==> src/rtl/wdt2_pkg.sv <==
package wdt2_pkg;
  localparam int FRAME_AW = 12;
  localparam logic [FRAME_AW-1:0] A_CTRL     = 12'h000;
  localparam logic [FRAME_AW-1:0] A_INTERVAL = 12'h008;
  localparam logic [FRAME_AW-1:0] A_DEADLINE = 12'h010;
  localparam logic [FRAME_AW-1:0] A_IMPL     = 12'hFCC;
  localparam logic [FRAME_AW-1:0] A_PART     = 12'hFD0;

  // control word bit positions
  localparam int B_EN   = 0;
  localparam int B_WARN = 1;
  localparam int B_RST  = 2;
endpackage

==> src/rtl/wdt2_decode.sv <==
module wdt2_decode
  import wdt2_pkg::*;
#(
  parameter int NWORDS = 2
) (
  input  logic                rf_req,
  input  logic                rf_we,
  input  logic [FRAME_AW-1:0] rf_addr,
  input  logic                cf_req,
  input  logic                cf_we,
  input  logic [FRAME_AW-1:0] cf_addr,
  output logic                refresh,
  output logic                ctrl_wr,
  output logic                intv_wr,
  output logic [NWORDS-1:0]   dl_wr
);
  logic rf_write, cf_write;

  assign rf_write = rf_req & rf_we;
  assign cf_write = cf_req & cf_we;
  assign ctrl_wr  = cf_write & (cf_addr == A_CTRL);
  assign intv_wr  = cf_write & (cf_addr == A_INTERVAL);
  assign refresh  = ctrl_wr | (rf_write & (rf_addr == A_CTRL));

  for (genvar g = 0; g < NWORDS; g++) begin : g_dl_dec
    assign dl_wr[g] = cf_write & (cf_addr == A_DEADLINE + FRAME_AW'(g * 4));
  end
endmodule

==> src/rtl/wdt2_deadline.sv <==
module wdt2_deadline #(
  parameter int CNT_W  = 64,
  parameter int DATA_W = 32
) (
  input  logic                                  clk,
  input  logic                                  rst_n,
  input  logic [CNT_W-1:0]                      sys_cnt,
  input  logic [DATA_W-1:0]                     interval,
  input  logic                                  refresh,
  input  logic                                  reload,
  input  logic [CNT_W/DATA_W-1:0]               dl_wr,
  input  logic [DATA_W-1:0]                     wdata,
  output logic [CNT_W-1:0]                      deadline,
  output logic                                  hit
);
  localparam int NWORDS = CNT_W / DATA_W;

  logic [CNT_W-1:0] next_dl;

  assign next_dl = sys_cnt + {{(CNT_W-DATA_W){1'b0}}, interval};
  assign hit     = (sys_cnt >= deadline);

  always_ff @(posedge clk or negedge rst_n) begin
    if (!rst_n) begin
      deadline <= '0;
    end else if (refresh || reload) begin
      deadline <= next_dl;
    end else begin
      for (int i = 0; i < NWORDS; i++) begin
        if (dl_wr[i]) deadline[i*DATA_W +: DATA_W] <= wdata;
      end
    end
  end
endmodule

==> src/rtl/wdt2_stage.sv <==
module wdt2_stage (
  input  logic clk,
  input  logic rst_n,
  input  logic en,
  input  logic refresh,
  input  logic dl_write,
  input  logic hit,
  output logic warn_st,
  output logic rst_st,
  output logic reload
);
  logic expire;

  // a refresh or direct deadline write in the same cycle wins over expiry
  assign expire = en & hit & ~refresh & ~dl_write;
  assign reload = expire & ~warn_st;

  always_ff @(posedge clk or negedge rst_n) begin
    if (!rst_n) begin
      warn_st <= 1'b0;
      rst_st  <= 1'b0;
    end else begin
      if (refresh)     warn_st <= 1'b0;
      else if (reload) warn_st <= 1'b1;
      if (expire && warn_st) rst_st <= 1'b1;
    end
  end
endmodule

==> src/rtl/wdt2_top.sv <==
module wdt2_top
  import wdt2_pkg::*;
#(
  parameter int          CNT_W   = 64,
  parameter int          DATA_W  = 32,
  parameter logic [31:0] IMPL_ID = 32'h0102_043B,
  parameter logic [31:0] PART_ID = 32'h0000_5D20
) (
  input  logic                clk,
  input  logic                rst_n,
  input  logic [CNT_W-1:0]    sys_cnt,
  input  logic                rf_req,
  input  logic                rf_we,
  input  logic [FRAME_AW-1:0] rf_addr,
  output logic [DATA_W-1:0]   rf_rdata,
  input  logic                cf_req,
  input  logic                cf_we,
  input  logic [FRAME_AW-1:0] cf_addr,
  input  logic [DATA_W-1:0]   cf_wdata,
  output logic [DATA_W-1:0]   cf_rdata,
  output logic                warn_irq,
  output logic                reset_req
);
  localparam int NWORDS = CNT_W / DATA_W;

  logic              refresh, ctrl_wr, intv_wr, reload, hit;
  logic [NWORDS-1:0] dl_wr;
  logic              dl_write;
  logic              en, warn_st, rst_st;
  logic [DATA_W-1:0] interval;
  logic [CNT_W-1:0]  deadline;

  wdt2_decode #(.NWORDS(NWORDS)) u_decode (
    .rf_req (rf_req),  .rf_we (rf_we), .rf_addr (rf_addr),
    .cf_req (cf_req),  .cf_we (cf_we), .cf_addr (cf_addr),
    .refresh(refresh), .ctrl_wr(ctrl_wr), .intv_wr(intv_wr), .dl_wr(dl_wr)
  );

  assign dl_write = |dl_wr;

  always_ff @(posedge clk or negedge rst_n) begin
    if (!rst_n) begin
      en       <= 1'b0;
      interval <= '0;
    end else begin
      if (ctrl_wr) en       <= cf_wdata[B_EN];
      if (intv_wr) interval <= cf_wdata;
    end
  end

  wdt2_deadline #(.CNT_W(CNT_W), .DATA_W(DATA_W)) u_deadline (
    .clk(clk), .rst_n(rst_n), .sys_cnt(sys_cnt), .interval(interval),
    .refresh(refresh), .reload(reload), .dl_wr(dl_wr), .wdata(cf_wdata),
    .deadline(deadline), .hit(hit)
  );

  wdt2_stage u_stage (
    .clk(clk), .rst_n(rst_n), .en(en), .refresh(refresh),
    .dl_write(dl_write), .hit(hit),
    .warn_st(warn_st), .rst_st(rst_st), .reload(reload)
  );

  assign warn_irq  = warn_st & en;
  assign reset_req = rst_st & en;

  always_comb begin
    rf_rdata = '0;
    if (rf_addr == A_IMPL) rf_rdata = DATA_W'(IMPL_ID);
    if (rf_addr == A_PART) rf_rdata = DATA_W'(PART_ID);
  end

  always_comb begin
    cf_rdata = '0;
    if (cf_addr == A_CTRL) begin
      cf_rdata[B_EN]   = en;
      cf_rdata[B_WARN] = warn_st;
      cf_rdata[B_RST]  = rst_st;
    end
    if (cf_addr == A_INTERVAL) cf_rdata = interval;
    if (cf_addr == A_IMPL)     cf_rdata = DATA_W'(IMPL_ID);
    if (cf_addr == A_PART)     cf_rdata = DATA_W'(PART_ID);
    for (int i = 0; i < NWORDS; i++) begin
      if (cf_addr == A_DEADLINE + FRAME_AW'(i * 4))
        cf_rdata = deadline[i*DATA_W +: DATA_W];
    end
  end
endmodule

==> config.mk <==
export PLATFORM = sky130hd
export DESIGN_NAME = wdt2_top
export DESIGN_NICKNAME = d
export VERILOG_FILES = /design/src/rtl/wdt2_pkg.sv /design/src/rtl/wdt2_decode.sv /design/src/rtl/wdt2_deadline.sv /design/src/rtl/wdt2_stage.sv /design/src/rtl/wdt2_top.sv
export SDC_FILE = /design/constraint.sdc
export NUM_CORES = 1
export LEC_CHECK = 0
export ABC_AREA = 1
export BUFFER_PORTS_ARGS = -buffer_cell sky130_fd_sc_hd__buf_4
export CORE_MARGIN = 1
export CORE_UTILIZATION = 37
export CTS_BUF_LIST = sky130_fd_sc_hd__clkbuf_4 sky130_fd_sc_hd__clkbuf_8 sky130_fd_sc_hd__clkbuf_16
export CTS_CLUSTER_DIAMETER = 150
export DETAILED_ROUTE_END_ITERATION = 7
export SYNTH_ARGS = -nofsm -noshare
export SYNTH_HDL_FRONTEND = slang
export SYNTH_SLANG_ARGS = --single-unit
==> constraint.sdc <==
create_clock -name clk -period 2.85 [get_ports clk]
set_input_delay 0.285 -clock clk [delete_from_list [all_inputs] [get_ports clk]]
set_output_delay 0.285 -clock clk [all_outputs]
set_load 0.01 [all_outputs]
# ---- Yosys cells after proc, flatten, opt, wreduce, memory -nomap -nowiden
# Index checks and enable logic that the tools add are counted.
dict set report word_totals {
  reg_bits 99
  latch_bits 0
  ramBits 0
  romBits 0
  in_bits 126
  out_inout_bits 66
  wordCells 53
  mem_count 0
}
dict set report op_classes {
  addsub 1
  mul 0
  n_div 0
  n_lt_le_gt_ge 1
  eq_ne 7
  n_shift 0
  n_mux 13
  bitwise_logic 17
  n_reduce_logical 8
}
# op count
set op_table {}
lappend op_table {{two-way mux 32 bit} 8}
lappend op_table {{adder 64 x 32 -> 64 bit} 1}
lappend op_table {{>= comparator 64 bit} 1}
lappend op_table {{two-way mux 64 bit} 1}
lappend op_table {{== test 12 bit, second input constant} 4}
lappend op_table {{two-way mux 25 bit} 1}
lappend op_table {{== test 12 x 5 -> 1 bit, second input constant} 2}
lappend op_table {{zero test 12 bit} 2}
lappend op_table {{bitwise AND 1 bit} 13}
lappend op_table {{== test 12 x 4 -> 1 bit, second input constant} 1}
lappend op_table {{nonzero test 2 bit} 3}
lappend op_table {{two-way mux 3 bit} 1}
lappend op_table {{inverter 1 bit} 3}
lappend op_table {{two-way mux 1 bit} 2}
lappend op_table {{OR reduction 2 bit} 1}
lappend op_table {{logical AND 1 bit} 1}
lappend op_table {{logical OR 1 bit} 1}
lappend op_table {{OR 1 bit} 1}

# ---- Longest topological paths before layout
dict set report depth {
  depth_word 9
  ltp_mapped 23
  ltp_nobuf 21
}

# ---- Cells and area by module
# A second synthesis with hierarchy kept.
dict set report hier_totals {
  hier_cells 1973
  hier_area_um2 11609.9
}
# mod instances cells_per_inst area_each_um2 seq_area_each_um2
set by_module_without_submodules {}
lappend by_module_without_submodules {wdt2_deadline 1 1490 8577.0 1601.5}
lappend by_module_without_submodules {wdt2_top 1 429 2760.1 825.8}
lappend by_module_without_submodules {wdt2_decode 1 42 180.2 0.0}
lappend by_module_without_submodules {wdt2_stage 1 12 92.6 50.0}

# ---- Worst setup path before layout
# No wires, ideal clock.
dict set report synth_path {
  path_kind {register to register}
  start {register interval[0]}
  end {register u_deadline.deadline[58]}
  setup_time_ps 124
  arrival_time_ps 2227
  required_ps 2726
  path_slack_ps 498
  stages_incl_launch_ff 18
  n_path_buf 0
  synth_period_minus_slack_ps 2352
  cell_sequence {dfrtp_1 -> ha_1 -> inv_1 -> fa_1 -> inv_1 -> nand2_1 -> a21oi_1 -> nand2_1 -> nand2_1 -> nand2_1 -> nand2_1 -> nand2_1 -> nand2_1 -> nand2_1 -> nand2_1 -> nand4_1 -> nand3_1 -> nand3_1}
}
dict set report synth_between {
  elab_chain_len 2
}
# element line
set synth_lines {}
lappend synth_lines {{from (decl)} wdt2_top.sv:30} ;# logic [DATA_W-1:0] interval;
lappend synth_lines {{from (signal assigned)} wdt2_top.sv:47} ;# if (intv_wr) interval <= cf_wdata;
lappend synth_lines {{adder 64 x 32 -> 64 bit} wdt2_deadline.sv:20} ;# assign next_dl = sys_cnt + {{(CNT_W-DATA_W){1'b0}}, interval};
lappend synth_lines {{two-way mux 64 bit} wdt2_deadline.sv:26} ;# end else if (refresh || reload) begin
lappend synth_lines {{to (signal assigned)} wdt2_deadline.sv:27} ;# deadline <= next_dl;
lappend synth_lines {{to (signal, indexed assignment)} wdt2_deadline.sv:30} ;# if (dl_wr[i]) deadline[i*DATA_W +: DATA_W] <= wdata;
lappend synth_lines {{to (decl)} wdt2_deadline.sv:13} ;# output logic [CNT_W-1:0] deadline,
# No other way between the ends.
# A chain may end at the register's enable or synchronous reset.

# ---- Final worst setup path
dict set report layout_path {
  start {register u_deadline.deadline[31]}
  end {register u_deadline.deadline[2]}
}
dict set report layout_between {
  elab_chain_len 7
  word_cells_on_any_way 8
  cone_classes {order compare (1); mux (1); bitwise (4); reduce/logical (2)}
}
# element line
set layout_lines {}
lappend layout_lines {{>= comparator 64 bit (*)} wdt2_deadline.sv:21} ;# assign hit = (sys_cnt >= deadline);
lappend layout_lines {{bitwise AND 1 bit (*) (3 in a row)} wdt2_stage.sv:15} ;# assign expire = en & hit & ~refresh & ~dl_write;
lappend layout_lines {{bitwise AND 1 bit (*)} wdt2_stage.sv:16} ;# assign reload = expire & ~warn_st;
lappend layout_lines {{logical OR 1 bit (*)} wdt2_deadline.sv:26}
lappend layout_lines {{two-way mux 64 bit or nonzero test 2 bit (tied branches)} --}
# Mark *: on every way between the ends. The rest lies on a longest branch, timed or not.

==> metrics.txt <==
IO buf count 171; maximum operating frequency 362.4 MHz; most frequent cell on the critical path nand2_1; share of cells above drive strength 1 19.41%; Critical Path Max Stage Delay 0.43 ns; min-delay src cf_wdata[28]; Worst Hold Path EP interval[28]; Critical Path Start u_deadline.deadline[31]; peak fanout along the critical path 11; fraction of registers with async set/reset 100.0%; Cell variety after synth 49; worst-case vdd ir drop 0.2150 mV; sequential-to-total area share from yosys stat 23.78%; cell type contributing the most total cell area after synthesis dfrtp_1; minimum clock period after layout 2.760 ns; combinational group share of total power 19.1%; areal power density over the cells 255.0 mW/mm²; Final Non-Filler Cells 2166; final layout net count 2007; global-route wire length before repair 65.14 mm; post-route clock period utilization 96.83%; H-tree levels 3; overall power of the completed layout 3.330 mW; DRC violations left 0; count of flip-flops with a built-in enable after synthesis 0; number of sinks handled by clock tree synthesis 99; number of rows created at floorplan 61; TritonCTS Buffers 9; Initial DRT Pass Iterations 8; post-synthesis instance total 1568; standby leakage power 6.598 nW; Main synth FF type dfrtp_1; status completed; Clock Skews 0.009553 ns; latest clock arrival within the worst-skew pair 0.37 ns; count of antenna diodes in the layout 0; count of final hold-check violations 0; synthesis-stage register bit count 99; r2r startpoint u_deadline.deadline[31]; hold crit path type in2reg; depth of the worst hold-timing path 2; slowest cell on the critical path nor4b_4; overall overflow remaining after global route 0; total of max-cap violations 0; internal portion of total power 2.319 mW; final weighted congestion in routability-driven placement 0.9805; cell types occupying the most area after synthesis dfrtp_1 (24%), nand2_1 (14%), ha_1 (12%), inv_1 (7.5%), nand3_1 (5.3%); crit path capture type flop; y dimension of the die 169.8 µm; die outline area 0.02883 mm²; sequential group share of total power 42.7%; Setup CP Type reg2reg; total of fill cells in the finished design 2916; unrepaired setup endpoints after global routing yes; maximum clock path buffer count 2; slew at the pin closest to its max-slew limit 0.7466 ns; worst relative slew slack 49.77%; CP Data Required Time 3.10 ns; maximum number of pins on one net before global-route repair 58; clock network fraction of design power 38.2%; syn avg cell area 6.645 µm²; element type at the critical path start flop; number of instances in the placed design 2140; switching part of the total 30.35%; number of global-route vias before repair 11219; initial core utilization 37.61%; Netlist Area Pre-Place 0.01042 mm²; final count of negative-setup-slack endpoints 0; buffer type at the clock tree root clkbuf_16; critical register-to-register path endpoint u_deadline.deadline[2]; post-route antenna net violation count 0; number of vias in the routed layout 11759; top-area cell type share of the netlist area 23.78%; clock tree from TritonCTS built; number of cells traversed by the worst register-to-register path 16; cell breakdown of the critical path inv_2, ha_1, nand2_1, nor2_2, nand2_2, nor4b_4, nand2_1, nand2_1, nand2_1, nand2_2, nand3_4, nand2_2, clkinvlp_4, buf_12, nand2_1, nand3_1; starting DRC count in detailed routing 1128; HPWL reported at the end of detailed placement 34.80 mm; count of boundary I/O pins 192; Layout Area Growth over Synthesis 25.32%; antenna violations before repair 0; aggregate routed wire length 43.67 mm; r2r setup slk 0.09 ns; Clock transition at path regs 0.08 ns; total routing usage reported by global routing 30.08%; via density per instance 5.429; net switching power 1.010 mW; floorplan die width 169.8 µm; standard cell core area 0.02771 mm²; average wire per standard cell 20.16 µm; Yosys warning count 0; endpoint arrival time on the critical path 3.01 ns; Slew Viols, Final 0
-- flip-flops by register name (all words and copies together) (netlist names) --
| register | flops |
|---|---|
| en | 1 |
| interval | 32 |
| u_deadline.deadline | 64 |
| u_stage.rst_st | 1 |
| u_stage.warn_st | 1 |
-- cells by family after synthesis --
logic type               count (synthesis)  share of synthesized area (%)
adder cells (fa/ha/maj)                 97                          11.72
AO/OA/AOI/OAI                          247                          13.74
other                                    1                        0.03599
multiplexers                            30                          3.242
flip-flops                              99                          23.78
XOR/XNOR                                43                          3.615
AND/OR/NAND/NOR                        762                          31.88
buffers and inverters                  289                          11.99
-- worst max-delay path by stage --
stage / to / cells after the start
2_1_floorplan: u_deadline.deadline[58] / 17
3_3_place_gp: u_deadline.deadline[2] / 15
3_5_place_dp: u_deadline.deadline[19] / 15
4_1_cts: u_deadline.deadline[40] / 17
5_1_grt: u_deadline.deadline[14] / 15
6_report: u_deadline.deadline[2] / 16
-- power groups by stage --
stage               Sequential [mW]  Combinational, mW  Clock [mW]
floorplan                      1.45              0.285           0
global route                   1.42              0.705        1.34
CTS                            1.42              0.627        1.29
global placement               1.45              0.614           0
finish                         1.42              0.636        1.27
detailed placement             1.45              0.622           0
-- layout make-up --
class | count | area [µm²] | share of cell area, %
multi-input cells | 1200 | 6880 | 52.70
flip-flops and latches | 99 | 2477 | 18.97
repair buffers | 261 | 2136 | 16.36
inverters | 213 | 803.3 | 6.152
well taps | 378 | 473.0 | 3.622
clock buffers | 11 | 252.7 | 1.936
clock inverters | 4 | 33.78 | 0.2587
-- through the flow --
step	setup TNS [ns]	instance area [µm²]	setup slack [ns]	hold WS, ns	util (%)
finish	0	13060	0.09038	0.1795	47.13
floorplan	0	10490	0.4982	-0.01059	-
global route	-0.1678	13060	-0.02386	0.1847	47.13
detailed placement	-17.27	12440	-0.3686	0.3497	44.89
global placement	-17.51	12440	-0.3560	0.3376	44.89
CTS	0	12750	0.009404	0.1743	46.02
-- per-layer routing --
| layer | GRT usage, % | share of wire, % | vias to the layer above |
|---|---|---|---|
| met4 | 12.61 | 4.1 | 0 |
| met5 | 0 | 0 | - |
| met1 | 39.38 | 43 | 5518 |
| met3 | 3.148 | 6.2 | 81 |
| li1 | - | - | 5621 |
| met2 | 50.21 | 47 | 539 |
-- synth_stat cells, types with 9 or more instances --
cell type	n
inv_1	208
o211ai_1	42
buf_2	11
a21oi_1	100
nor2_1	138
xor2_1	38
dfrtp_1	99
buf_4	34
nand2_1	390
nor3_1	26
nor4_1	9
nand4_1	68
ha_1	96
mux2_2	30
nand3_1	110
o21ai_0	69
clkbuf_1	27
-- critical path, delay by kind of cell, from the launching register on --
| family | cells | cell delay, ns |
|---|---|---|
| simple gates | 12 | 1.68 |
| buf+inv | 3 | 0.35 |
| flops | 1 | 0.34 |
| fa+ha+maj | 1 | 0.28 |
-- cells in the final DEF (no fill, tap or decap), types with 3 or more instances in the layout --
cell and count:
or2_2 4, ha_1 94, a21oi_1 98, clkbuf_16 12, conb_1 20, nand2_2 9, buf_12 9, a21boi_0 3
nand4_1 68, o21ai_0 68, o21a_1 5, inv_1 206, a21o_1 6, a32oi_1 4, mux2_2 30, buf_6 3
nor2_4 4, nand2_1 382, o21bai_1 5, nor3_1 25, xor2_1 37, nand3_1 109, o22ai_1 4, nor4_1 9
inv_2 4, nor2_2 4, nor2_1 136, buf_4 244, a31oi_1 4, o211ai_1 42, dfrtp_1 99, xnor2_1 5
-- repair_timing --
| item | in CTS | in global routing |
|---|---|---|
| resized for setup | 3 | 36 |
| gates cloned | 0 | 4 |
| buffers inserted | 0 | 6 |
| hold buffers | 1 | 0 |
| endpoints found under the setup margin | 65 | 65 |
| hold endpoints to repair | 42 | 0 |
| pin swaps | 0 | 6 |
Power figures use the tool's default switching activity.
